`src/rtl/abc_pkg.sv`:
```
package abc_pkg;

  typedef enum logic [1:0] {
    KIND_FETCH = 2'd0,
    KIND_READ  = 2'd1,
    KIND_WRITE = 2'd2,
    KIND_RDWR  = 2'd3
  } cyc_kind_e;

  localparam logic [1:0] FLD_CMP = 2'd0;
  localparam logic [1:0] FLD_MSK = 2'd1;
  localparam logic [1:0] FLD_CTL = 2'd2;

  localparam int CTL_EN   = 0;
  localparam int CTL_KIND = 1;
  localparam int CTL_DMA  = 3;
  localparam int CTL_FLAG = 4;

  function automatic logic addr_hits(input logic [23:0] a, input logic [23:0] c,
                                     input logic [23:0] m);
    return ((a ^ c) & ~m) == '0;
  endfunction

  function automatic logic kind_ok(input cyc_kind_e k, input logic is_fetch,
                                   input logic is_write);
    case (k)
      KIND_FETCH: return is_fetch;
      KIND_READ:  return !is_fetch && !is_write;
      KIND_WRITE: return !is_fetch && is_write;
      default:    return !is_fetch;
    endcase
  endfunction

  function automatic logic master_ok(input logic dma_too, input logic from_dma);
    return !from_dma || dma_too;
  endfunction

endpackage

```
`src/rtl/abc_channel.sv`:
```
module abc_channel
  import abc_pkg::*;
#(
  parameter int AW = 24
) (
  input  logic          clk,
  input  logic          rst_n,
  input  logic          active,
  input  logic          wr_en,
  input  logic [1:0]    fld,
  input  logic [AW-1:0] wdata,
  output logic [AW-1:0] rdata,
  input  logic          bus_valid,
  input  logic [AW-1:0] bus_addr,
  input  logic          bus_is_fetch,
  input  logic          bus_is_write,
  input  logic          bus_from_dma,
  output logic          hit
);

  logic [AW-1:0] cmp_q, msk_q;
  logic          en_q, dma_q, flag_q;
  cyc_kind_e     kind_q;
  logic          ctl_wr;

  assign ctl_wr = wr_en && (fld == FLD_CTL);

  assign hit = active && en_q && bus_valid
             && addr_hits(bus_addr, cmp_q, msk_q)
             && kind_ok(kind_q, bus_is_fetch, bus_is_write)
             && master_ok(dma_q, bus_from_dma);

  always_ff @(posedge clk or negedge rst_n) begin
    if (!rst_n) begin
      cmp_q  <= '0;
      msk_q  <= '0;
      en_q   <= 1'b0;
      dma_q  <= 1'b0;
      kind_q <= KIND_FETCH;
    end else if (wr_en) begin
      if (fld == FLD_CMP) cmp_q <= wdata;
      if (fld == FLD_MSK) msk_q <= wdata;
      if (fld == FLD_CTL) begin
        en_q   <= wdata[CTL_EN];
        dma_q  <= wdata[CTL_DMA];
        kind_q <= cyc_kind_e'(wdata[CTL_KIND +: 2]);
      end
    end
  end

  always_ff @(posedge clk or negedge rst_n) begin
    if (!rst_n)                            flag_q <= 1'b0;
    else if (hit)                          flag_q <= 1'b1;
    else if (ctl_wr && !wdata[CTL_FLAG])   flag_q <= 1'b0;
  end

  always_comb begin
    rdata = '0;
    case (fld)
      FLD_CMP: rdata = cmp_q;
      FLD_MSK: rdata = msk_q;
      FLD_CTL: begin
        rdata[CTL_EN]        = en_q;
        rdata[CTL_KIND +: 2] = kind_q;
        rdata[CTL_DMA]       = dma_q;
        rdata[CTL_FLAG]      = flag_q;
      end
      default: rdata = '0;
    endcase
  end

  AST_FLAG_ON_HIT: assert property (@(posedge clk) disable iff (!rst_n)
    hit |=> flag_q);
  AST_DISABLED_QUIET: assert property (@(posedge clk) disable iff (!rst_n)
    (!en_q && !flag_q) |=> !flag_q);
  AST_DISABLED_NO_HIT: assert property (@(posedge clk) disable iff (!rst_n)
    !en_q |-> !hit);
  AST_STOPPED_NO_HIT: assert property (@(posedge clk) disable iff (!rst_n)
    !active |-> !hit);

endmodule

```
`src/rtl/abc_sequencer.sv`:
```
module abc_sequencer #(
  parameter int TAG_W = 2
) (
  input  logic             clk,
  input  logic             rst_n,
  input  logic             active,
  input  logic             any_hit,
  input  logic             bus_valid,
  input  logic             bus_is_fetch,
  input  logic [TAG_W-1:0] bus_tag,
  input  logic             exec_start,
  input  logic [TAG_W-1:0] exec_tag,
  input  logic             pipe_flush,
  input  logic             instr_done,
  output logic             brk_req,
  output logic             brk_pre,
  output logic             brk_post
);

  localparam int NTAG = 1 << TAG_W;

  logic [NTAG-1:0] fpend_q, fpend_d;
  logic            dpend_q, dpend_d;
  logic            pre_d, post_d;
  logic            fetch_hit, data_hit;

  assign fetch_hit = any_hit && bus_is_fetch;
  assign data_hit  = any_hit && !bus_is_fetch;

  always_comb begin
    fpend_d = fpend_q;
    if (exec_start) fpend_d[exec_tag] = 1'b0;
    if (bus_valid && bus_is_fetch) fpend_d[bus_tag] = fetch_hit;
    if (!active || pipe_flush) fpend_d = '0;
  end

  always_comb begin
    dpend_d = dpend_q;
    if (data_hit)        dpend_d = 1'b1;
    else if (instr_done) dpend_d = 1'b0;
    if (!active)         dpend_d = 1'b0;
  end

  assign pre_d  = active && exec_start && !pipe_flush && fpend_q[exec_tag];
  assign post_d = active && instr_done && dpend_q;

  always_ff @(posedge clk or negedge rst_n) begin
    if (!rst_n) begin
      fpend_q  <= '0;
      dpend_q  <= 1'b0;
      brk_pre  <= 1'b0;
      brk_post <= 1'b0;
      brk_req  <= 1'b0;
    end else begin
      fpend_q  <= fpend_d;
      dpend_q  <= dpend_d;
      brk_pre  <= pre_d;
      brk_post <= post_d;
      brk_req  <= pre_d || post_d;
    end
  end

  AST_PRE_AFTER_EXEC: assert property (@(posedge clk) disable iff (!rst_n)
    brk_pre |-> $past(exec_start));
  AST_FLUSH_NO_FETCH_BRK: assert property (@(posedge clk) disable iff (!rst_n)
    pipe_flush |=> !brk_pre);
  AST_POST_AFTER_DONE: assert property (@(posedge clk) disable iff (!rst_n)
    brk_post |-> $past(instr_done));
  AST_DATA_WAITS: assert property (@(posedge clk) disable iff (!rst_n)
    (data_hit && !dpend_q) |=> !brk_post);
  AST_REQ_QUALIFIED: assert property (@(posedge clk) disable iff (!rst_n)
    brk_req |-> (brk_pre || brk_post));
  AST_STOP_NO_REQ: assert property (@(posedge clk) disable iff (!rst_n)
    !active |=> !brk_req);

endmodule

```
`src/rtl/addr_break_ctrl.sv`:
```
module addr_break_ctrl
  import abc_pkg::*;
#(
  parameter int NCH   = 2,
  parameter int AW    = 24,
  parameter int TAG_W = 2,
  localparam int CH_W = (NCH > 1) ? $clog2(NCH) : 1,
  localparam int RA_W = CH_W + 2
) (
  input  logic             clk,
  input  logic             rst_n,
  input  logic             mod_stop,
  input  logic             reg_wr,
  input  logic [RA_W-1:0]  reg_addr,
  input  logic [AW-1:0]    reg_wdata,
  output logic [AW-1:0]    reg_rdata,
  input  logic             bus_valid,
  input  logic [AW-1:0]    bus_addr,
  input  logic             bus_is_fetch,
  input  logic             bus_is_write,
  input  logic             bus_from_dma,
  input  logic [TAG_W-1:0] bus_tag,
  input  logic             exec_start,
  input  logic [TAG_W-1:0] exec_tag,
  input  logic             pipe_flush,
  input  logic             instr_done,
  output logic             brk_req,
  output logic             brk_pre,
  output logic             brk_post
);

  logic            active;
  logic [CH_W-1:0] reg_ch;
  logic [1:0]      reg_fld;
  logic [NCH-1:0]  ch_hit;
  logic [AW-1:0]   ch_rdata [NCH];

  assign active  = !mod_stop;
  assign reg_ch  = reg_addr[RA_W-1:2];
  assign reg_fld = reg_addr[1:0];

  for (genvar g = 0; g < NCH; g++) begin : g_ch
    abc_channel #(.AW(AW)) i_ch (
      .clk          (clk),
      .rst_n        (rst_n),
      .active       (active),
      .wr_en        (active && reg_wr && (int'(reg_ch) == g)),
      .fld          (reg_fld),
      .wdata        (reg_wdata),
      .rdata        (ch_rdata[g]),
      .bus_valid    (bus_valid),
      .bus_addr     (bus_addr),
      .bus_is_fetch (bus_is_fetch),
      .bus_is_write (bus_is_write),
      .bus_from_dma (bus_from_dma),
      .hit          (ch_hit[g])
    );
  end

  always_comb begin
    reg_rdata = '0;
    if (active && int'(reg_ch) < NCH) reg_rdata = ch_rdata[reg_ch];
  end

  abc_sequencer #(.TAG_W(TAG_W)) i_seq (
    .clk          (clk),
    .rst_n        (rst_n),
    .active       (active),
    .any_hit      (|ch_hit),
    .bus_valid    (bus_valid),
    .bus_is_fetch (bus_is_fetch),
    .bus_tag      (bus_tag),
    .exec_start   (exec_start),
    .exec_tag     (exec_tag),
    .pipe_flush   (pipe_flush),
    .instr_done   (instr_done),
    .brk_req      (brk_req),
    .brk_pre      (brk_pre),
    .brk_post     (brk_post)
  );

  AST_STOPPED_READS_ZERO: assert property (@(posedge clk) disable iff (!rst_n)
    mod_stop |-> (reg_rdata == '0));
  AST_HIT_ONLY_ON_VALID: assert property (@(posedge clk) disable iff (!rst_n)
    !bus_valid |-> (ch_hit == '0));

endmodule

```
`config.mk`:
```
export PLATFORM = sky130hd
export DESIGN_NAME = addr_break_ctrl
export DESIGN_NICKNAME = d
export VERILOG_FILES = /design/src/rtl/abc_pkg.sv /design/src/rtl/abc_channel.sv /design/src/rtl/abc_sequencer.sv /design/src/rtl/addr_break_ctrl.sv
export SDC_FILE = /design/constraint.sdc
export NUM_CORES = 1
export LEC_CHECK = 0
export ABC_CLOCK_PERIOD_IN_PS = 1300
export BUFFER_PORTS_ARGS = -buffer_cell sky130_fd_sc_hd__buf_2
export CORE_MARGIN = 2
export CORE_UTILIZATION = 45
export CTS_CLUSTER_DIAMETER = 50
export DETAILED_ROUTE_END_ITERATION = 6
export GPL_TIMING_DRIVEN = 0
export PLACE_DENSITY = 0.67
export RECOVER_POWER = 25
export SETUP_SLACK_MARGIN = 0.15
export SYNTH_ARGS = -nofsm -noshare
export SYNTH_HDL_FRONTEND = slang
export SYNTH_SLANG_ARGS = --single-unit
```
`constraint.sdc`:
```
create_clock -name clk -period 1.3 [get_ports clk]
set_input_delay 0.13 -clock clk [delete_from_list [all_inputs] [get_ports clk]]
set_output_delay 0.13 -clock clk [all_outputs]
set_load 0.005 [all_outputs]
```
* Word-level counts from Yosys, hierarchy flattened
Cells that the tools add are included.
W data, S select, Z words.
** Operators by class
- Order comparisons :: 5
- Equality and inequality tests :: 6
- Multiplexer cells :: 27
- Bitwise operators :: 10
- Reduce and logical (&&, ||, !) cells :: 54
** Operators with widths (number)
- $mux W24 :: 4
- $pmux W19 S2 :: 2
- $and A24 B24 Y24 :: 2
- $logic_not A24 Y1 :: 2
- $not A24 Y24 :: 2
- $xor A24 B24 Y24 :: 2
- $pmux W5 S3 :: 2
- $logic_and A1 B1 Y1 :: 29
- $mux W4 :: 3
- $reduce_and A2 Y1 :: 6
- $mux W1 :: 10
- $eq A2 B1 Y1 const B :: 3
- $eq A2 B2 Y1 const B :: 3
- $logic_not A1 Y1 :: 6
- $logic_not A2 Y1 :: 3
- $lt A2 B3 Y1 const B :: 2
- $pmux W1 S3 :: 2
- $and A4 B4 Y4 :: 1
- $bwmux W4 :: 1
- $demux W1 S2 :: 2
- $ge A2 B1 Y1 const B :: 2
- $logic_or A1 B1 Y1 :: 4
- $not A4 Y4 :: 1
- $reduce_bool A2 Y1 :: 2
- other kinds (6) :: 6
** Storage, ports and cells
- Register bits :: 114
- Input port bits :: 66
- Output and inout port bits :: 27
- Word-level logic and storage cells :: 119

* Depth between registers and ports, before layout
- Word-level depth :: 11
- Depth in mapped cells :: 7
- Mapped depth without buffers :: 6

* Hierarchy
From an unflattened synthesis, not the netlist that was laid out.
** Unflattened totals
- Cells, all modules :: 549
- Area, all modules :: 6421.2 um^2
** By module, submodules not included
- abc_channel :: instances 2, cells an instance 228, area an instance 2807.7 um^2, seq. area each 1326.3 um^2
- addr_break_ctrl :: instances 1, cells an instance 58, area an instance 420.4 um^2, seq. area each 0.0 um^2
- abc_sequencer :: instances 1, cells an instance 35, area an instance 385.4 um^2, seq. area each 200.2 um^2

* Least setup slack after synthesis
OpenSTA, ideal clock, no wires.
- Kind :: register to register
- Start point :: reg g_ch[1].i_ch.kind_q[0]
- End point :: reg i_seq.fpend_q[0]
- Setup time :: 0.064 ns
- Arrival :: 1.322 ns
- Required time :: 1.236 ns
- Slack :: -0.086 ns
- Stages on the path, launching flop included :: 7
- Path buffers :: 0
- Clock period less this slack :: 1.386 ns
- Path through :: dfrtp_1 o21ai_0 o2111ai_1 nor4_1 nand4_1 nand2_1 a31o_2
** On the way
- Word-level cells in the longest chain between the ends :: 9
- Elaborated cells on any way between the ends :: 11
- Classes of those cells :: eq/ne (2); mux (4); reduce/logical (5)
** RTL lines
- from (decl) :: line abc_channel.sv:23 : cyc_kind_e kind_q;
- from (signal assigned) :: line abc_channel.sv:46 : kind_q <= cyc_kind_e'(wdata[CTL_KIND +: 2]);
- $eq A2 B2 Y1, or another cell as far along :: line abc_pkg.sv:26 : case (k)
- $pmux W1 S3 * :: line abc_pkg.sv:26
- $logic_and A1 B1 Y1 * :: line abc_channel.sv:30 : && kind_ok(kind_q, bus_is_fetch, bus_is_write)
- $logic_and A1 B1 Y1 * :: line abc_channel.sv:31 : && master_ok(dma_q, bus_from_dma);
- $reduce_or A2 Y1 * :: line addr_break_ctrl.sv:69 : .any_hit (|ch_hit),
- $logic_and A1 B1 Y1 * :: line abc_sequencer.sv:27 : assign fetch_hit = any_hit && bus_is_fetch;
- $bwmux W4 * :: line abc_sequencer.sv:33 : if (bus_valid && bus_is_fetch) fpend_d[bus_tag] = fetch_hit;
- $mux W4 * :: line abc_sequencer.sv:33
- $mux W4 * :: line abc_sequencer.sv:34 : if (!active || pipe_flush) fpend_d = '0;
- via i_seq.fpend_d[0] :: line abc_sequencer.sv:22 : logic [NTAG-1:0] fpend_q, fpend_d;
- to (signal assigned) :: line abc_sequencer.sv:55 : fpend_q <= fpend_d;
- to (decl) :: line abc_sequencer.sv:22
Mark *: on every way through the listed nets, which the timed path passes. The rest lies on a longest branch.
A chain may end at the register's enable or synchronous reset.

* Worst setup path in the final report
- Start point :: reg g_ch[0].i_ch.msk_q[20]
- End point :: out reg_rdata[20]
** On the way
- Word-level cells in the longest chain between the ends :: 5
** RTL lines
- from (decl) :: line abc_channel.sv:21 : logic [AW-1:0] cmp_q, msk_q;
- from (signal assigned) :: line abc_channel.sv:42 : if (fld == FLD_MSK) msk_q <= wdata;
- $pmux W19 S2 :: line abc_channel.sv:59 : case (fld)
- $mux W24 (not written as such) (3 in series) :: line addr_break_ctrl.sv:62 : if (active && int'(reg_ch) < NCH) reg_rdata = ch_rdata[reg_ch];
- $mux W24 :: line addr_break_ctrl.sv:62
- to (decl) :: line addr_break_ctrl.sv:16 : output logic [AW-1:0] reg_rdata,
No other way between the ends. The select of a mux whose other input is x is not followed.

==> impl_metrics.json <==
{
  "run_status": "finished, violations left",
  "violated_checks": "setup timing",
  "relSlewSlack": 0.498,
  "cts_tree": "built",
  "synth_async_sr_flop_share": 1.00,
  "area_used_by_multi_input_combinational_logic_sq_um": 3250,
  "yosys-top-cells-count": "114 x sky130_fd_sc_hd__dfrtp_1, 86 x sky130_fd_sc_hd__mux2_2, 48 x sky130_fd_sc_hd__xnor2_1",
  "synthDistinctLibCells": 35,
  "worst_clock_skew_ps": 7.77,
  "holdCritPathClass": "in -> reg",
  "num_rows": 42,
  "vias": 4521,
  "floorplan.die_area_sq_um": 14300,
  "ys_seq_area_frac": 0.475,
  "worstPathRequired_ps": 1170,
  "timing.max_cap.violations": 0,
  "clock_transition_at_path_regs_ps": 50,
  "reg2reg_depth": 7,
  "syn-num-nets": 519,
  "ys.flop_type": "sky130_fd_sc_hd__dfrtp_1",
  "finalNetCount": 692,
  "worst-slew-pin-transition_ps": 753,
  "boundaryPins": 93,
  "num_antenna_cells": 0,
  "clkSinkCount": 114,
  "cp-startpoint": "g_ch[0].i_ch.msk_q[20]",
  "timing.critical_path.from_type": "flip-flop",
  "netlist.area_leader.share": 0.475,
  "clock_insertion_delay_at_the_later_pin_of_the_skew_report_ps": 420,
  "buffer_ports.inserted": 92,
  "fillers": 1025,
  "endpoint_kind": "output pin",
  "yosys.area.top_type": "sky130_fd_sc_hd__dfrtp_1",
  "holdWs_ps": 13.3,
  "antenna_found_initial": 0,
  "die_h_um": 119,
  "post_dp_cell_area_sq_um": 6760,
  "drive_gt1_frac": 0.552,
  "critPathBufInv": 1,
  "routabilityCongestion": 0.816,
  "cts_buffers": 17,
  "finalWorstPathRequiredPeriod_ps": 1720,
  "syn_area_sq_um": 6000,
  "layout_setup_ws_ps": -418,
  "worst_reg2reg_path_endpoint": "i_seq.fpend_q[0]",
  "total_power_mw": 13.8,
  "timing.rr.start": "g_ch[0].i_ch.cmp_q[20]",
  "crit_arrival_ps": 1590,
  "setup_viol": 32,
  "clock_tree.root_cell": "sky130_fd_sc_hd__clkbuf_16",
  "rsz0062_at_grt": "true",
  "post-route-drc-count": 0,
  "slew_violations": 0,
  "cp_max_fo": 3,
  "yosys_warnings": 0,
  "crit_end": "reg_rdata[20]",
  "core_area_sq_um": 13100,
  "synth-seq-cells": 114,
  "cpMaxStageDelayCell": "sky130_fd_sc_hd__mux4_2",
  "grt_pass1_vias": 4814,
  "grt_max_degree": 64,
  "first_iteration_detailed_routing_drc_count": 246,
  "grt_first_pass_wirelength_um": 26200,
  "syn_inst": 453,
  "globalRouteTotalUtil": 0.245,
  "area_delta_synth_final_pct": 36.7,
  "synth_most_common_cell": "sky130_fd_sc_hd__dfrtp_1",
  "worst-setup-path-type": "reg -> out",
  "static-leakage-power_nw": 3.71,
  "gr-total-overflow": 0,
  "highest_cell_delay_on_the_worst_timing_path_ps": 500,
  "fin_area_sq_um": 8210,
  "drt-wirelength-per-cell_um": 20.7,
  "final_antenna_net_count": 0,
  "ctsLongestPathBuffers": 2,
  "dieWidth_um": 119,
  "cp_cell_sequence": "mux4_2 > nor2b_1 > buf_2",
  "fmax_mhz": 582,
  "synth_enable_flop_cells": 0,
  "worst_ir_drop_vdd_mv": 0.951,
  "dpl.hpwl_um": 11200,
  "route.detailed.vias_per_inst": 5.55,
  "reg2reg_slack_ps": -370,
  "yosys-top-cells-area": "sky130_fd_sc_hd__dfrtp_1 48%, sky130_fd_sc_hd__mux2_2 16%, sky130_fd_sc_hd__mux4_2 7.5%, sky130_fd_sc_hd__xnor2_1 7.0%, sky130_fd_sc_hd__mux2_4 4.8%",
  "critical_path_depth": 3,
  "register_area_sq_um": 2850,
  "ctsHtreeMaxLevel": 4,
  "pwr_density_cell_nw_per_um2": 1680,
  "wirelength_um": 16800,
  "worst_path_dominant_cell_family": "multiplexers",
  "hold_violations": 0,
  "final.period_utilization": 1.32,
  "iteration_count_of_the_initial_detailed_routing_pass": 4,
  "totalNegativeSetupSlack_ps": -10760,
  "syn_avg_cell_area_sq_um": 13.2,
  "floorplan.initialDensity": 0.457
}
[metrics by stage]
stage	util	setup WS, ps	std cells
floorplan	-	-22.1	453
finish	0.625	-418	815
global route	0.625	-480	815
detailed placement	0.514	-440	722
global placement	0.512	-1280	721
CTS	0.604	-425	806
[repair_timing]
| item | in CTS | in global routing |
|---|---|---|
| setup endpoints to repair | 86 | 97 |
| setup buffers | 35 | 8 |
| endpoints found under the hold margin | 100 | 0 |
| gates resized for setup | 15 | 45 |
| hold buffers | 17 | 0 |
| pin swaps | 4 | 14 |
| cloned | 0 | 1 |
[state kept, by name (all words and copies together), names as in the netlist]
name and count:
i_seq.brk_req 1, i_seq.brk_pre 1, g_ch.i_ch.msk_q 48, g_ch.i_ch.dma_q 2
i_seq.dpend_q 1, g_ch.i_ch.flag_q 2, g_ch.i_ch.cmp_q 48, g_ch.i_ch.en_q 2
g_ch.i_ch.kind_q 4, i_seq.brk_post 1, i_seq.fpend_q 4
[worst min-delay path by stage]
| stage | slack (ps) | from | endpoint | cells past startpoint |
|---|---|---|---|---|
| after floorplan | -170 | rst_n | g_ch[0].i_ch.cmp_q[0] | 0 |
| after global placement | 380 | instr_done | i_seq.brk_post | 3 |
| after detailed placement | 120 | rst_n | g_ch[1].i_ch.msk_q[16] | 1 |
| after CTS | 0.6 | reg_wdata[11] | g_ch[1].i_ch.msk_q[11] | 2 |
| after global routing | 5 | reg_wdata[19] | g_ch[1].i_ch.cmp_q[19] | 2 |
| final | 10 | reg_wdata[19] | g_ch[0].i_ch.cmp_q[19] | 2 |
[final cells by class]
cell class,count,share of cell area
repair buffers,154,0.122
inverters,2,0.000915
flip-flops and latches,114,0.348
well taps,176,0.0268
clock buffers,23,0.0595
plain buffers,21,0.0227
multi-input cells,316,0.396
clock inverters,9,0.0242
[worst reg2reg max path, stage by stage, from the launching register on]
cell and delay [ps]:
sky130_fd_sc_hd__dfrtp_1 390, sky130_fd_sc_hd__buf_4 160, sky130_fd_sc_hd__xnor2_2 180, sky130_fd_sc_hd__o22ai_1 130, sky130_fd_sc_hd__nor4_2 240, sky130_fd_sc_hd__nand4_1 170
sky130_fd_sc_hd__nand2_2 170, sky130_fd_sc_hd__a31o_2 170
[per-layer routing]
metal | wire [um] | share of wire | GRT usage | up-vias
met1 | 7040 | 0.42 | 0.315 | 2308
met2 | 8460 | 0.50 | 0.394 | 148
met5 | 0 | 0 | 0 | -
li1 | - | - | - | 2024
met3 | 848 | 0.050 | 0.0546 | 41
met4 | 499 | 0.030 | 0.118 | 0
[placed cells by master, fill, tap and decap left out, types with 3 or more instances in the layout]
cell type                       count
sky130_fd_sc_hd__a21oi_1            5
sky130_fd_sc_hd__and3_1             7
sky130_fd_sc_hd__buf_2             93
sky130_fd_sc_hd__buf_4             50
sky130_fd_sc_hd__buf_6              4
sky130_fd_sc_hd__bufinv_16          6
sky130_fd_sc_hd__clkbuf_1           4
sky130_fd_sc_hd__clkbuf_16         17
sky130_fd_sc_hd__clkbuf_8           5
sky130_fd_sc_hd__dfrtp_1          113
sky130_fd_sc_hd__dlygate4sd3_1     17
sky130_fd_sc_hd__mux2_2            86
sky130_fd_sc_hd__mux2_4            20
sky130_fd_sc_hd__mux2i_1           10
sky130_fd_sc_hd__mux4_2            20
sky130_fd_sc_hd__nand2_1           13
sky130_fd_sc_hd__nand2_2            3
sky130_fd_sc_hd__nand4_1            3
sky130_fd_sc_hd__nor2_1             9
sky130_fd_sc_hd__nor2b_1           17
sky130_fd_sc_hd__nor2b_4            4
sky130_fd_sc_hd__nor3b_1            3
sky130_fd_sc_hd__nor4_2             4
sky130_fd_sc_hd__o211ai_1           5
sky130_fd_sc_hd__o21ai_0            7
sky130_fd_sc_hd__o21ai_1            3
sky130_fd_sc_hd__o22ai_1           18
sky130_fd_sc_hd__o22ai_2            6
sky130_fd_sc_hd__xnor2_1           41
sky130_fd_sc_hd__xnor2_2            6
[where the power goes]
group	internal (mW)	leakage, nW	switching [mW]
combinational	2.07	1.96	1.38
clock	3.79	0.337	1.61
sequential	4.32	1.41	0.634
total	10.2	3.71	3.63
[cells by family (layout without fill, tap and decap cells)]
kind of cell | after synthesis | count (layout) | synth area share
multiplexers | 136 | 136 | 0.303
flip-flops | 114 | 114 | 0.475
AND/OR/NAND/NOR | 79 | 79 | 0.0746
AO/OA/AOI/OAI | 53 | 53 | 0.0559
XOR/XNOR | 48 | 48 | 0.0701
buffers and inverters | 23 | 209 | 0.0215
No activity file was read; power rests on OpenSTA's default activity.
